$ cat src/rtl/uv_reset_supervisor.sv
module uv_reset_supervisor #(
  parameter int DET_CYCLES = 8,
  parameter int REL_CYCLES = 64,
  parameter int NUM_HS     = 3
) (
  input  logic              clk,
  input  logic              por_n,
  input  logic              uv_below,
  input  logic              uv_above,
  input  logic              force_low,
  input  logic              sw_open_req,
  input  logic [NUM_HS-1:0] hs_on_req,
  output logic              rst_out_n,
  output logic              vcc_ok,
  output logic              sw_open,
  output logic [NUM_HS-1:0] hs_on
);

  localparam int DW = (DET_CYCLES > 1) ? $clog2(DET_CYCLES) : 1;
  localparam int RW = (REL_CYCLES > 1) ? $clog2(REL_CYCLES) : 1;
  localparam logic [DW-1:0] DET_LAST = DW'(DET_CYCLES - 1);
  localparam logic [RW-1:0] REL_LAST = RW'(REL_CYCLES - 1);

  logic          ok;
  logic [DW-1:0] det_cnt;
  logic [RW-1:0] rel_cnt;

  always_ff @(posedge clk or negedge por_n) begin
    if (!por_n) begin
      ok      <= 1'b0;
      det_cnt <= '0;
      rel_cnt <= '0;
    end else if (force_low) begin
      ok      <= 1'b0;
      det_cnt <= '0;
      rel_cnt <= '0;
    end else if (ok) begin
      rel_cnt <= '0;
      if (!uv_below) begin
        det_cnt <= '0;
      end else if (det_cnt == DET_LAST) begin
        ok      <= 1'b0;
        det_cnt <= '0;
      end else begin
        det_cnt <= det_cnt + DW'(1);
      end
    end else begin
      det_cnt <= '0;
      if (!uv_above) begin
        rel_cnt <= '0;
      end else if (rel_cnt == REL_LAST) begin
        ok      <= 1'b1;
        rel_cnt <= '0;
      end else begin
        rel_cnt <= rel_cnt + RW'(1);
      end
    end
  end

  assign vcc_ok    = ok;
  assign rst_out_n = ok & ~force_low;
  assign sw_open   = rst_out_n & sw_open_req;
  assign hs_on     = rst_out_n ? hs_on_req : '0;

  // The rise of the good flag must follow a high recovery sample with no force request.
  assert_release_cause_R2: assert property (@(posedge clk) disable iff (!por_n)
    $rose(vcc_ok) |-> ($past(uv_above) && !$past(force_low)));

  // The fall needs a low-supply sample or a force request.
  assert_detect_cause_R4: assert property (@(posedge clk) disable iff (!por_n)
    $fell(vcc_ok) |-> ($past(uv_below) || $past(force_low)));

  // Inside the band a good supply stays good.
  assert_band_hold_R6: assert property (@(posedge clk) disable iff (!por_n)
    (vcc_ok && !uv_below && !force_low) |=> vcc_ok);

  // Inside the band a bad supply stays bad.
  assert_band_stay_low_R6: assert property (@(posedge clk) disable iff (!por_n)
    (!vcc_ok && !uv_above) |=> !vcc_ok);

  assert_force_low_R7: assert property (@(posedge clk) disable iff (!por_n)
    force_low |-> (!rst_out_n ##1 !vcc_ok));

  assert_mask_R8: assert property (@(posedge clk) disable iff (!por_n)
    !rst_out_n |-> (!sw_open && hs_on == '0));

  assert_pass_R8: assert property (@(posedge clk) disable iff (!por_n)
    rst_out_n |-> (sw_open == sw_open_req && hs_on == hs_on_req));

  always_comb begin
    if (!por_n) assert_por_low_R1: assert (!rst_out_n && !vcc_ok);
  end

endmodule

$ cat config.mk
export PLATFORM = sky130hd
export DESIGN_NAME = uv_reset_supervisor
export DESIGN_NICKNAME = d
export VERILOG_FILES = /design/src/rtl/uv_reset_supervisor.sv
export SDC_FILE = /design/constraint.sdc
export NUM_CORES = 1
export LEC_CHECK = 0
export ABC_AREA = 1
export BUFFER_PORTS_ARGS = -buffer_cell sky130_fd_sc_hd__buf_4
export CORE_AREA = 2 2 39 41
export CTS_CLUSTER_DIAMETER = 120
export DETAILED_ROUTE_END_ITERATION = 8
export DIE_AREA = 0 0 41 43
export GPL_TIMING_DRIVEN = 0
export PLACE_DENSITY = 0.78
export SYNTH_ARGS = -nofsm -noshare
export SYNTH_HDL_FRONTEND = slang
export SYNTH_SLANG_ARGS = --single-unit
$ cat constraint.sdc
create_clock -name clk -period 1.1 [get_ports clk]
set_input_delay 0.22 -clock clk [delete_from_list [all_inputs] [get_ports clk]]
set_output_delay 0.22 -clock clk [all_outputs]
set_load 0.005 [all_outputs]
==> results.md <==
Drt:
- The average routed wire per standard cell is 10.58 um.
- Once detail routing completed, the nets flagged for antenna violations numbered 0.
- The first TritonRoute pass finished after 4 iterations.
- The via count is 471.
- For this block, the initial DRC count from the detailed router was 5.
- After detailed routing, the number of vias per cell comes to 4.443.
- Summed over all layers, the routed wires come to 1121 um.
- In the routed design, unresolved DRC markers number 0.

Placement:
- The count of port buffers added during placement is 14.
- The total placed cells including tap cells is 93.
- The total cell area at the placement stage is 650.6 um^2.
- The HPWL after detailed placement is 693.8 um.
- The final weighted congestion in routability-driven placement is 0.6572.

Floorplan:
- The starting density of the core is 37.97%.
- 15 I/O pins were placed.
- The vertical die dimension is 43 um.
- The die footprint is 1763 um^2.
- The floorplan has 14 rows.
- The core area is 1384 um^2.
- Measured along the x axis, the die boundary spans 41 um.

Run status:
- The checks that failed: setup timing.
- The flow ran to the end, but the final reports show violations.

STA:
- Setup repair after global routing could not meet its margin everywhere.
- The clock arrives with 0.001622 ns of skew.
- At the pin with the least slew margin, the transition time is 0.2161 ns.
- Hold timing on the final database bottoms out at a slack of 0.2462 ns.
- The final period demand of the worst path is 1.226 ns.
- The highest achievable clock rate is 0.8159 GHz.
- The summed negative setup slack over all endpoints is -0.7185 ns.
- The number of setup violations in the final report is 9.
- The final critical path takes up 111.4% of the cycle.
- The final count of hold timing violations was 0.
- Once routing completed, OpenROAD measured the worst setup slack at -0.1256 ns.
- The worst pin sits at a relative slew slack of 85.59%.
- The number of pins with negative max-slew slack in the final report is 0.

GRT:
- The total overflow left after global routing is 0.
- The initial antenna violation count is 0.
- The pin count of the biggest net entering global routing is 11.
- The first global-routing pass estimated 1538 um of wire.
- For this run, the total global-route usage over all layers was measured as 12.79%.
- The via count of the first global-routing pass is 431.

Layout:
- The library cells used most frequently in the layout, excluding fill and tap cells, are buf_4 (23), inv_1 (10), dfrtp_1 (10).
- The finished cells cover 787.0 um^2.
- The layout has 114 filler cells.
- Compared with the post-synthesis result, the final layout area differs by 49.76%.
- The final standard cell count with taps included and fillers excluded is 106.
- The combined flip-flop and latch cell area is 250.2 um^2.
- The number of inserted diodes is 0.
- In the final layout, the multi-input gates occupy 259.0 um^2.
- The library cell used most frequently in the layout, excluding fill and tap cells, is buf_4.
- The count of nets after finishing is 104.
- In the final layout, the share of cells above drive strength 1 is 52.22%.

Power and ir drop:
- Sequential cells account for 54.6% of the total power.
- The internal portion of total power is 0.5372 mW.
- The sum of internal, switching and leakage power is 0.6849 mW.
- The leakage power of the design is 0.4009 nW.
- The total power divided by cell area is 870.3 nW/um^2.
- The switching power as a share of total power is 21.56%.
- The analysis attributes to net switching a power of 0.1477 mW.
- The relative contribution of combinational cells to total power is 11.0%.
- The clock network accounts for 34.5% of the total power.
- The worst voltage drop across the vdd grid is 0.3990 mV.

Worst hold path:
- The hold path endpoint is vcc_ok.
- The worst hold path stage count is 4.
- The tightest min-delay check is of the in -> reg type.
- The worst hold path begins at uv_below.

Clock tree:
- The buffer depth of the longest clock path is 2.
- In this run, CTS created clock tree buffers numbering 3.
- The number of clock sinks seen by CTS is 10.
- The clock transition at the registers of the reported paths is 0.06 ns.
- TritonCTS built the clock tree.
- CTS built an H-tree with a depth of 1.
- For the worst-skew pair, the clock arrives at the later sink with an insertion delay of 0.25 ns.
- Clock tree synthesis selected as its root buffer the cell clkbuf_4.

Setup path:
- The worst-case reg-to-reg path depth is 6.
- The worst setup path is launched from a register.
- In this run the register-to-register setup slack is -0.04 ns.
- The capturing point of the worst reg2reg path is rel_cnt[3].
- The arrival time reported for the critical path endpoint is 1.01 ns.
- The worst setup path is captured at an output port.
- In this run the worst path has a maximum fanout of 4.
- The setup path with the least slack is of type reg -> out.
- In this run the critical register-to-register path is launched from rel_cnt[0].
- Data on the critical path is required at its endpoint by 0.88 ns.

Synthesis:
- The number of cells produced by synthesis is 63.
- By area the synthesized netlist is led by dfrtp_1 (48%), nor2_1 (9.3%), inv_1 (8.6%).
- Each instance of the synthesized netlist takes up on average 8.341 um^2.
- The synthesized netlist net count is 75.
- The yosys synthesis warning count is 0.
- The sequential area share after synthesis is 47.62%.
- The mapped netlist covers 525.5 um^2.
- Summed over its instances, the top area cell type makes up 47.62% of the synthesized netlist area.
- The cell type with the largest total area after synthesis is dfrtp_1.
- Yosys mapped the design onto 17 distinct sky130hd cell types.
- Synthesis inferred 10 register bits.

Flow run:
- The count of maximum capacitance violations is 0.
## registers in the layout, indices dropped and copies added, names as in the netlist
name / cells
vcc_ok: 1
det_cnt: 3
rel_cnt: 6
## final cells by class
| type | count | share of cell area [%] |
|---|---|---|
| Tap cell | 16 | 2.544 |
| Sequential cell | 10 | 31.80 |
| Multi-Input combinational cell | 39 | 32.91 |
| Timing Repair Buffer | 24 | 23.21 |
| Clock buffer | 3 | 2.862 |
| Inverter | 14 | 6.677 |
## per-layer routing
layer	share of wire, %	track usage, %	vias up
met4	0	8.000	0
met1	40	14.67	221
met3	1.5	1.571	0
li1	-	-	244
met5	0	0	-
met2	59	20.94	6
## per-stage QoR
step	util (%)	worst slack (ns)
floorplan	-	0.06206
global placement	47.02	-0.03395
detailed placement	47.02	-0.05838
CTS	52.80	-0.1584
global route	56.87	-0.2116
finish	56.87	-0.1256
## worst max-delay path by stage
stage / startpoint / end / slack [ns] / cells after the start
CTS: vcc_ok / sw_open / -0.16 / 5
global route: vcc_ok / sw_open / -0.21 / 5
finish: vcc_ok / hs_on[2] / -0.13 / 5
global placement: rel_cnt[0] / rel_cnt[0] / -0.03 / 6
floorplan: rel_cnt[0] / rel_cnt[5] / 0.06 / 6
detailed placement: rel_cnt[0] / rel_cnt[0] / -0.06 / 6
## cells by family after synthesis
group / count (synthesis) / share of synthesized area, %
buffers and inverters: 14 / 10.00
AOI/OAI and AO/OA: 3 / 4.048
and+or+nand+nor: 32 / 29.52
xor gates and xnor gates: 1 / 1.667
DFF: 10 / 47.62
adders and majority gates: 3 / 7.144
## power by group through the flow
stage / registers, mW / logic [mW] / clock network [mW]
floorplan: 0.381 / 0.0158 / 0
global placement: 0.381 / 0.0479 / 0
detailed placement: 0.382 / 0.0491 / 0
CTS: 0.374 / 0.0589 / 0.244
global route: 0.374 / 0.0834 / 0.268
finish: 0.374 / 0.0751 / 0.236
## cell usage after synthesis
cell and instances:
nand2_2 2, nor2_4 1, o21bai_1 1, nand3_1 3, nand2_1 9, nor3b_2 1
a21oi_1 1, o21ai_2 1, xor2_1 1, nor2_1 13, inv_1 12, nor2_2 1
ha_1 3, dfrtp_1 10, inv_2 2, nor3_1 1, nand3_2 1
## worst max-delay path, stage by stage, from the launching register on
cell     delay (ns)
dfrtp_1        0.36
inv_2          0.05
nor2_4         0.09
inv_2          0.06
nor2_1         0.08
buf_4          0.11
## repair_timing
item                                   CTS  global route
setup buffers                            5             4
endpoints found under the hold margin   10             0
setup endpoints to repair                8            11
hold buffers                             1             0
cloned                                   0             0
pin swaps                                6             9
gates resized for setup                  4             9
(Power assumes the default switching activity.)
